$ cat config.mk
export PLATFORM = sky130hd
export DESIGN_NAME = vsd_out_arb
export DESIGN_NICKNAME = d
export VERILOG_FILES = /design/src/rtl/vsd_arb_pkg.sv /design/src/rtl/vsd_fifo.sv /design/src/rtl/vsd_arb_core.sv /design/src/rtl/vsd_out_arb.sv
export SDC_FILE = /design/constraint.sdc
export NUM_CORES = 1
export LEC_CHECK = 0
export BUFFER_PORTS_ARGS = -buffer_cell sky130_fd_sc_hd__buf_2
export CAP_MARGIN = 20
export CORE_ASPECT_RATIO = 2
export CORE_MARGIN = 2
export CORE_UTILIZATION = 30
export DETAILED_ROUTE_END_ITERATION = 12
export PLACE_DENSITY = 0.4
export SYNTH_ARGS = -nofsm -noshare
export SYNTH_HDL_FRONTEND = slang
export SYNTH_HIERARCHICAL = 1
export SYNTH_SLANG_ARGS = --single-unit
export TNS_END_PERCENT = 20
$ cat constraint.sdc
create_clock -name clk -period 4.85 [get_ports clk]
set_clock_uncertainty 0.05 [all_clocks]
set_input_delay 0.2425 -clock clk [delete_from_list [all_inputs] [get_ports clk]]
set_output_delay 0.2425 -clock clk [all_outputs]
set_load 0.02 [all_outputs]
$ cat src/rtl/vsd_arb_pkg.sv
package vsd_arb_pkg;
  typedef enum logic {
    SRC_VID = 1'b0,
    SRC_TXT = 1'b1
  } src_e;

  localparam int unsigned N_SRC = 2;
endpackage

$ cat src/rtl/vsd_fifo.sv
module vsd_fifo #(
  parameter int unsigned DW    = 32,
  parameter int unsigned DEPTH = 16,
  localparam int unsigned AW   = $clog2(DEPTH),
  localparam int unsigned CW   = $clog2(DEPTH) + 1
) (
  input  logic          clk,
  input  logic          rst_n,
  input  logic          wr_en,
  input  logic [DW-1:0] wr_data,
  input  logic          rd_en,
  input  logic [CW-1:0] fill_lvl,
  input  logic          ovf_clr,
  output logic [DW-1:0] rd_data,
  output logic          empty,
  output logic          full,
  output logic          filled,
  output logic          ovf
);
  logic [DW-1:0] mem [DEPTH];
  logic [AW-1:0] wp_q, rp_q;
  logic [CW-1:0] cnt_q;
  logic          push, pop, drop;

  assign empty  = (cnt_q == '0);
  assign full   = (cnt_q == CW'(DEPTH));
  assign filled = (cnt_q >= fill_lvl);
  assign push   = wr_en && !full;
  assign drop   = wr_en && full;
  assign pop    = rd_en && !empty;
  assign rd_data = mem[rp_q];

  always_ff @(posedge clk) begin
    if (push) mem[wp_q] <= wr_data;
  end

  always_ff @(posedge clk) begin
    if (!rst_n) begin
      wp_q  <= '0;
      rp_q  <= '0;
      cnt_q <= '0;
      ovf   <= 1'b0;
    end else begin
      if (push) wp_q <= wp_q + AW'(1);
      if (pop)  rp_q <= rp_q + AW'(1);
      case ({push, pop})
        2'b10:   cnt_q <= cnt_q + CW'(1);
        2'b01:   cnt_q <= cnt_q - CW'(1);
        default: cnt_q <= cnt_q;
      endcase
      if (drop)         ovf <= 1'b1;
      else if (ovf_clr) ovf <= 1'b0;
    end
  end
endmodule

$ cat src/rtl/vsd_arb_core.sv
module vsd_arb_core
  import vsd_arb_pkg::*;
(
  input  logic clk,
  input  logic rst_n,
  input  logic vid_empty,
  input  logic txt_empty,
  input  logic cfg_txt_first,
  input  logic cfg_txt_off,
  input  logic out_ready,
  output logic out_valid,
  output src_e src,
  output logic vid_pop,
  output logic txt_pop
);
  logic lock_q;
  src_e lock_src_q;
  logic txt_ok, vid_ok;
  src_e pick;

  assign txt_ok = !txt_empty && !cfg_txt_off;
  assign vid_ok = !vid_empty;

  always_comb begin
    if (cfg_txt_first) pick = txt_ok ? SRC_TXT : SRC_VID;
    else               pick = (!vid_ok && txt_ok) ? SRC_TXT : SRC_VID;
  end

  assign src       = lock_q ? lock_src_q : pick;
  assign out_valid = lock_q || txt_ok || vid_ok;
  assign vid_pop   = out_valid && out_ready && (src == SRC_VID);
  assign txt_pop   = out_valid && out_ready && (src == SRC_TXT);

  always_ff @(posedge clk) begin
    if (!rst_n) begin
      lock_q     <= 1'b0;
      lock_src_q <= SRC_VID;
    end else begin
      lock_q     <= out_valid && !out_ready;
      lock_src_q <= src;
    end
  end
endmodule

$ cat src/rtl/vsd_out_arb.sv
module vsd_out_arb
  import vsd_arb_pkg::*;
#(
  parameter int unsigned DW    = 32,
  parameter int unsigned DEPTH = 16,
  localparam int unsigned CW   = $clog2(DEPTH) + 1
) (
  input  logic          clk,
  input  logic          rst_n,
  input  logic          vid_we,
  input  logic [DW-1:0] vid_wdata,
  input  logic          txt_we,
  input  logic [DW-1:0] txt_wdata,
  input  logic          cfg_txt_first,
  input  logic          cfg_txt_off,
  input  logic [CW-1:0] cfg_fill_lvl,
  input  logic          ovf_clr,
  output logic          out_valid,
  input  logic          out_ready,
  output logic [DW-1:0] out_data,
  output logic          out_src,
  output logic          out_txt_mark,
  output logic [1:0]    fifo_empty,
  output logic [1:0]    fifo_full,
  output logic [1:0]    fifo_filled,
  output logic [1:0]    fifo_ovf
);
  logic [N_SRC-1:0]         we_v, pop_v;
  logic [N_SRC-1:0][DW-1:0] wd_v, rd_v;
  src_e                     sel;

  assign we_v = {txt_we, vid_we};
  assign wd_v = {txt_wdata, vid_wdata};

  for (genvar g = 0; g < N_SRC; g++) begin : g_fifo
    vsd_fifo #(.DW(DW), .DEPTH(DEPTH)) u_fifo (
      .clk     (clk),
      .rst_n   (rst_n),
      .wr_en   (we_v[g]),
      .wr_data (wd_v[g]),
      .rd_en   (pop_v[g]),
      .fill_lvl(cfg_fill_lvl),
      .ovf_clr (ovf_clr),
      .rd_data (rd_v[g]),
      .empty   (fifo_empty[g]),
      .full    (fifo_full[g]),
      .filled  (fifo_filled[g]),
      .ovf     (fifo_ovf[g])
    );
  end

  vsd_arb_core u_arb (
    .clk          (clk),
    .rst_n        (rst_n),
    .vid_empty    (fifo_empty[0]),
    .txt_empty    (fifo_empty[1]),
    .cfg_txt_first(cfg_txt_first),
    .cfg_txt_off  (cfg_txt_off),
    .out_ready    (out_ready),
    .out_valid    (out_valid),
    .src          (sel),
    .vid_pop      (pop_v[0]),
    .txt_pop      (pop_v[1])
  );

  assign out_src      = (sel == SRC_TXT);
  assign out_data     = out_src ? rd_v[1] : rd_v[0];
  assign out_txt_mark = out_valid && out_src;
endmodule

==> results.txt, run 1 <==
The CTS H-tree depth is 3. The routability congestion estimate came out at 0.737. The headroom to the max-slew limit is 0.261. The pre-CTS worst setup slack came out at 0.963 ns. The half-perimeter wire length after detailed placement came out at ~66 mm.

The number of instances in the placed design came out at roughly 3700. The worst endpoint data arrival time is between 4 and 5 ns. Setup repair after global routing left no endpoint under its margin. The number of cells produced by synthesis came out at 1927.

The via count of the first global-routing pass is 21800. The number of DRC violations after detailed-routing iteration 0 is 1368. The root buffer cell is clkbuf_16. The initial utilization of the core area, before any placement, comes to 0.302.

STA classifies the critical path startpoint as a flip-flop. Measured along the y axis, the die boundary spans 529 µm. The class of the worst hold path is in -> reg. The first global-routing pass estimated 159 mm of wire. The number of buffers inserted during clock tree synthesis is 100. After detailed routing, the average wire length per cell comes to roughly 28 µm. Counting every net in the synthesized netlist gives 2030.

The clock transition at the registers of the reported paths is 0.07 ns. The number of enable-type register cells in the synthesized netlist is 1024. The worst IR drop on VDD came out at between 0.0002 and 0.00025 V. The filler cell count came out at 12800.

The total setup buffers inserted after CTS came out at 0. The number of synthesis warnings is 6. The library cells used most frequently in the layout, excluding fill and tap cells, are 1024 x edfxtp_1, 256 x mux4_2, 128 x a22oi_1. The fraction of synthesis flops using an asynchronous set or reset pin is 0. The total area inside the core boundary comes to between 100000 and 150000 µm². The per-cell via count in the routed design is 4.94. TritonCTS built the clock tree. The number of buffers on the longest clock path came out at 3. The post-route non-filler standard cell count is 4016. Of the synthesized area, sequential elements account for 0.761. At the pin with the least slew margin, the transition time is 1.11 ns. In the routed design, unresolved DRC markers number 0. The area overhead of the layout relative to synthesis is 17.7%. The total power density per cell area is 457 nW/µm². The critical path is of the reg -> reg type.

The number of top-level pins came out at 120. The final critical-path share of the clock period is 0.803. The net count of the finished layout is 2279.

The initial antenna violation count was 15. The die extent in x came out at 267 µm. Detailed routing inserted a total of 19800 vias. The total negative slack came out at 0 ns. The post-route worst setup slack is roughly 0.95 ns. The pre-antenna-repair detailed-routing pass consisted of 7 iterations.

The maximum clock frequency is 0.257 GHz. The final period demand of the worst path came out at 3.90 ns. The run finished with clean final reports. The overflow left after global routing is 0. The post-detailed-route count of antenna-violating nets is 0. The final routed wirelength across all metal layers came out at 111 mm.

The worst setup path is captured at a flip-flop. The cell area that synthesis handed to floorplanning was 41400 µm². The hold slack came out at between 0.1 and 0.15 ns.

The total of buffers placed on input and output ports is 119. The count of clock tree sinks is 1062. The area of the die is 141000 µm². In this run, distinct cell masters in the synthesized netlist total 50. The final number of setup-violating endpoints is 0. The number of flip-flops and latches in the synthesized netlist is 1062. The analysis attributes to cell leakage a power of between 15 and 20 nW. Dividing the synthesized area by the synthesized cell count gives between 20 and 25 µm². The hold violation total from the final report came out at 0. The main flop type after synthesis is edfxtp_1. The fraction of final layout cells sized beyond drive strength 1 is 0.308. The maximum number of pins on one net before global-route repair came out at 61. Row generation in the floorplan step produced 192 rows. The maximum net fanout on the critical path is 12. The total global routing track utilization is 0.159. The data required time at the worst endpoint is about 5.4 ns. For this run, the share of the core covered by cells in the final layout is 0.356. Leaving out fill and tap cells, the most frequent cell in the layout is edfxtp_1. The tool flagged a number of max-cap violations equal to 0. The clock latency at the later pin of the worst-skew pair is 0.69 ns. The count of pins over their slew limit came out at 0.
-- registers in the layout (all words and copies together) (netlist names), named ones only --
register / flops
g_fifo.u_fifo/rp_q: 8
g_fifo.u_fifo/wp_q: 8
g_fifo.u_fifo/mem: 1024
u_arb/lock_q: 1
g_fifo.u_fifo/cnt_q: 10
u_arb/lock_src_q: 1
g_fifo.u_fifo/ovf: 2
-- worst paths after layout --
check                                                             from                                endpoint  slack [ns]  depth (start not counted)
worst min-delay path                                            vid_we   g_fifo[0].u_fifo/wp_q[3]$_SDFFE_PN0P_        0.14                          4
worst max-delay path            g_fifo[0].u_fifo/cnt_q[1]$_SDFFE_PN0P_  g_fifo[1].u_fifo/cnt_q[4]$_SDFFE_PN0P_        0.95                         13
worst max register to register  g_fifo[0].u_fifo/cnt_q[1]$_SDFFE_PN0P_  g_fifo[1].u_fifo/cnt_q[4]$_SDFFE_PN0P_        0.95                         13
worst min register to register   g_fifo[1].u_fifo/wp_q[0]$_SDFFE_PN0P_   g_fifo[1].u_fifo/wp_q[3]$_SDFFE_PN0P_        0.51                          2
-- report_power, final --
group          total [mW]  switching [mW]  internal, mW
Combinational        3.48            1.90          1.59
Sequential           10.5           0.203          10.3
Clock                8.30            3.54          4.76
Total                22.3            5.64          16.7
-- metal layers --
layer / wire (µm) / part of all wire / GRT usage
met2: 62200 / 0.56 / 0.304
met4: 2010 / 0.018 / 0.0422
met5: 54 / 0.00049 / 0
met3: 3790 / 0.034 / 0.0214
met1: 42900 / 0.39 / 0.183
-- timing repair --
item | CTS | global route
endpoints found under the hold margin | 1028 | 0
hold buffers | 71 | 0
setup endpoints to repair | 0 | 0
resized for setup | 0 | 0
-- synth_stat cells (8+ instances only) --
master,number,area share
nor2b_1,23,0.0035
inv_1,20,0.0018
clkbuf_1,62,0.0056
nand2b_1,8,0.0012
ha_1,26,0.0079
and2_1,17,0.0026
buf_2,26,0.0031
buf_6,11,0.0030
mux2i_1,8,0.0019
nor3_1,10,0.0012
mux2_4,29,0.011
dfxtp_1,38,0.018
mux4_2,256,0.14
a21oi_1,10,0.0012
xnor2_1,10,0.0021
buf_1,10,0.00091
nor2_1,35,0.0032
nand2_1,82,0.0074
nand3_1,10,0.0012
a22oi_1,128,0.023
o21a_1,10,0.0018
edfxtp_1,1024,0.74
-- final cells by class --
class | count | area [µm²] | area share
timing repair buffer | 262 | 2000 | 0.0410
tap | 1746 | 2180 | 0.0448
clock buffer | 114 | 2620 | 0.0537
clock inverter | 75 | 845 | 0.0173
inverter | 22 | 82.6 | 0.00169
sequential | 1062 | 31500 | 0.647
multi-input combinational | 728 | 9480 | 0.194
antenna | 7 | 17.5 | 0.000359
-- cell families (layout without fill, tap and decap cells) --
logic type | Yosys count | count (layout) | share of synthesized area
other | 0 | 7 | 0
DFF | 1062 | 1062 | 0.761
buffers and inverters | 137 | 473 | 0.0170
adders and majority gates | 26 | 26 | 0.00786
muxes | 296 | 296 | 0.152
and+or+nand+nor | 213 | 213 | 0.0258
AOI/OAI and AO/OA | 181 | 181 | 0.0334
xor gates and xnor gates | 12 | 12 | 0.00254
-- critical path, stage by stage, from the launching register on --
cell and delay [ns]:
dfxtp_1 0.39, or4_4 0.62, nor2_1 0.17, nor2_1 0.11, o41ai_1 0.69, o21ai_4 0.18
inv_1 0.10, ha_1 0.38, xor2_1 0.18, ha_1 0.22, nand2_1 0.06, o21ai_0 0.32
or3_1 0.18, nand4_1 0.10
-- per-stage QoR --
step / instance area, µm² / power (mW)
3_5_place_dp: 44600 / 14.3
6_report: 48800 / 22.3
4_1_cts: 48700 / 22.7
3_3_place_gp: 44600 / 14.2
2_1_floorplan: 41400 / 13.1
5_1_grt: 48700 / 23.2
Power figures use the tool's default switching activity.
==> run 2: changes to the inputs <==
==> constraint.sdc (replaced) <==
create_clock -name clk -period 4.02 [get_ports clk]
set_clock_uncertainty 0.05 [all_clocks]
set_input_delay 0.201 -clock clk [delete_from_list [all_inputs] [get_ports clk]]
set_output_delay 0.201 -clock clk [all_outputs]
set_load 0.02 [all_outputs]
==> run 2 against run 1 <==
  * Register-to-register slack got worse by 0.45 ns
  * Utilization down 0.097 points
  * Global-route usage is 0.16 points lower
==> results.txt, run 2 (same netlist as run 1, synthesis figures left out) <==
Run status: completed (unchanged). The startpoint-to-endpoint class of the critical path was reg -> out (was reg -> reg). The clock latency at the later pin of the worst-skew pair is 0.70 ns (was 0.69 ns).

The area overhead of the layout relative to synthesis was 17.4% (was 17.7%). The total setup buffers inserted after CTS is 0 (unchanged). The sum of buffers and inverters on the critical path came to 2 (was 1). The final-stage net count came out at 2281 (was 2279). The worst endpoint data arrival time is 3.32 ns (was 4.40 ns).

The fraction of final layout cells sized beyond drive strength 1 is 0.304 (was 0.308). Biggest registers after layout: g_fifo.u_fifo/mem x1024, g_fifo.u_fifo/cnt_q x10 (unchanged). The final instance area came to 48600 µm² (was 48800 µm²). The data required time at the worst endpoint is 3.77 ns (was 5.36 ns).

The class of the worst hold path is in -> reg (unchanged). The total global routing track utilization came out at 0.157 (was 0.159). The height of the die is 529 µm (unchanged). The wire length of the first global-routing pass was 158 mm (was 159 mm).

The routability congestion estimate was 0.728 (was 0.737). The maximum number of pins on one net before global-route repair came to 64 (was 61). The CTS H-tree depth came out at 3 (unchanged). The total of buffers placed on input and output ports was 119 (unchanged). The number of top-level pins is 120 (unchanged). The number of DRC violations after detailed-routing iteration 0 came out at 1435 (was 1368). The CTS tree is yes (unchanged). The via count came out at 19800 (about the same). The area of the core came out at 137000 µm² (unchanged). The overflow left after global routing came out at 0 (unchanged). The number of buffers inserted during clock tree synthesis is 97 (was 100).

The initial antenna violation count is 17 (was 15). The max-capacitance violation count came out at 0 (unchanged). The number of buffers on the longest clock path is 3 (unchanged). The number of detailed-routing iterations run before antenna repair was 5 (was 7).

The total power came out at 26.4 mW (was 22.3 mW). The per-cell via count in the routed design came out at 4.94 (about the same). The initial core utilization is 0.302 (unchanged).

The area of the die came out at 141000 µm² (unchanged). The dominant delay contributor by cell family on the critical path was multiplexers (was simple AND/OR/NAND/NOR gates). The clock transition at the registers of the reported paths came to 0.07 ns (about the same). The filler cell count is 12700 (was 12800). Cell breakdown of the critical path: buf_12 -> mux4_2 -> a22oi_1 -> nand2_1 -> mux2_4 -> buf_2 (was or4_4 -> nor2_1 -> nor2_1 -> o41ai_1 -> o21ai_4 -> inv_1 -> ha_1 -> xor2_1 -> ha_1 -> nand2_1 -> o21ai_0 -> or3_1 -> nand4_1). Leading cell types in the layout, fill and taps excluded: 1024 x edfxtp_1, 256 x mux4_2, 128 x a22oi_1 (unchanged). The largest incremental delay on the critical path is 0.73 ns (was 0.69 ns). The actual transition at the worst max-transition pin came to 0.964 ns (was 1.11 ns). The via count of the first global-routing pass came out at 21700 (was 21800). The post-detailed-route count of antenna-violating nets was 0 (unchanged). The flip-flop count of the largest register, all copies and words added is 1024 (unchanged). The element type at the critical path end is an output pin (was flip-flop).

The number of instances in the placed design was 3754 (was 3749). The launching element type of the critical path is a flip-flop (unchanged). The number of placement rows was 192 (unchanged). The hold violation total from the final report was 0 (unchanged).

The half-perimeter wire length after detailed placement came to 63.0 mm (was 65.7 mm). The standard cell with the maximum stage delay on the critical path is dfxtp_4 (was o41ai_1). The maximum net fanout on the critical path is 25 (was 12).

Dividing the final minimum period by the clock period gives 0.889. The register containing the most flip-flops in the final layout is g_fifo.u_fifo/mem (unchanged). The static leakage came out at 15.4 nW (about the same).

The count of pins over their slew limit was 0 (unchanged). The hold slack is 0.0761 ns (was 0.139 ns). The count of clock tree sinks came out at 1062 (unchanged). The total negative slack was 0 ns (unchanged).

The most common cell after layout, fill and taps aside is edfxtp_1 (unchanged). The worst IR drop on VDD came out at 0.000292 V (was 0.000234 V). The die extent in x is 267 µm (unchanged).

RSZ-0062 raised after global routing: no (unchanged). The routed length per placed instance came out at 27.4 µm (was 27.6 µm). The final routed wirelength across all metal layers came to 110 mm (was 111 mm). The area occupied by multi-input gates came out at 9480 µm² (unchanged). The root buffer cell is clkbuf_16 (unchanged). The post-route non-filler standard cell count is 4012 (was 4016). The placed instance area was 44700 µm² (was 44600 µm²).

The final period demand of the worst path came out at 3.57 ns. The headroom to the max-slew limit came out at 0.357 (was 0.261). The maximum clock frequency is 0.280 GHz.

The number of resized instances in the post-cts repair step came to 0 (unchanged). The total power density per cell area came out at 543 nW/µm² (was 457 nW/µm²). The final number of setup-violating endpoints came out at 0 (unchanged). The register cell area after layout is 31500 µm² (unchanged).

The number of remaining DRC errors came out at 0 (unchanged).
==> run 2: cell types whose count changed in the layout (fill, tap and decap cells not counted) <==
cell and change:
clkinvlp_4 -10, clkbuf_1 +7, buf_12 +6, bufinv_16 -4, clkinv_2 +4, clkbuf_16 -3
clkinv_1 -2, clkinv_4 -2, diode_2 +2, inv_6 -2, buf_4 -1, clkinv_8 +1
==> run 2: worst paths after layout <==
| path | start | end | cells after the start | slack [ns] |
|---|---|---|---|---|
| worst min register to register | g_fifo[0].u_fifo/wp_q[0]$_SDFFE_PN0P_ | g_fifo[0].u_fifo/wp_q[3]$_SDFFE_PN0P_ | 2 | 0.51 |
| worst max register to register | g_fifo[1].u_fifo/cnt_q[2]$_SDFFE_PN0P_ | g_fifo[0].u_fifo/cnt_q[4]$_SDFFE_PN0P_ | 13 | 0.50 |
| worst max-delay path | flip-flop | out_data[15] | 6 | 0.45 |
| worst min-delay path | vid_we | g_fifo[0].u_fifo/wp_q[3]$_SDFFE_PN0P_ | 4 | 0.08 |
==> run 2: layer usage <==
layer	wire [µm]	global-route usage
met5	57	0
met4	2740	0.0503
met3	3440	0.0211
met2	61200	0.298
met1	42600	0.181
==> run 2: power breakdown <==
part | internal, mW | switching [mW] | total, mW
combinational | 1.94 | 2.28 | 4.22
sequential | 12.4 | 0.244 | 12.7
clock | 5.34 | 4.16 | 9.50
==> run 2: per-stage QoR <==
| stage | setup slack, ns | utilization |
|---|---|---|
| 2_1_floorplan | 0.175 | - |
| 3_3_place_gp | 0.623 | 0.326 |
| 3_5_place_dp | 0.515 | 0.326 |
| 4_1_cts | 0.287 | 0.355 |
| 5_1_grt | 0.152 | 0.355 |
| 6_report | 0.446 | 0.355 |
==> run 2: layout make-up <==
type | count | area share
repair buffers | 267 | 0.0434
diodes | 9 | 0.000463
multi-input cells | 728 | 0.195
inverters | 22 | 0.00170
clock buffers | 118 | 0.0529
well taps | 1746 | 0.0449
clock inverters | 60 | 0.0132
flip-flops and latches | 1062 | 0.648
==> run 2: worst reg2reg max path: stages (launching register included) <==
cell,delay (ns)
dfxtp_1,0.43
or4_4,0.60
nor2_1,0.20
nor4b_1,0.08
a2111oi_1,0.30
buf_4,0.21
o21ai_4,0.09
inv_1,0.08
ha_1,0.37
xor2_1,0.12
ha_1,0.24
o31ai_1,0.36
o21a_1,0.18
nand4_1,0.08
==> run 2: timing repair <==
action,in CTS,in global routing
endpoints found under the setup margin,0,0
endpoints found under the hold margin,1028,0
hold buffers,71,0
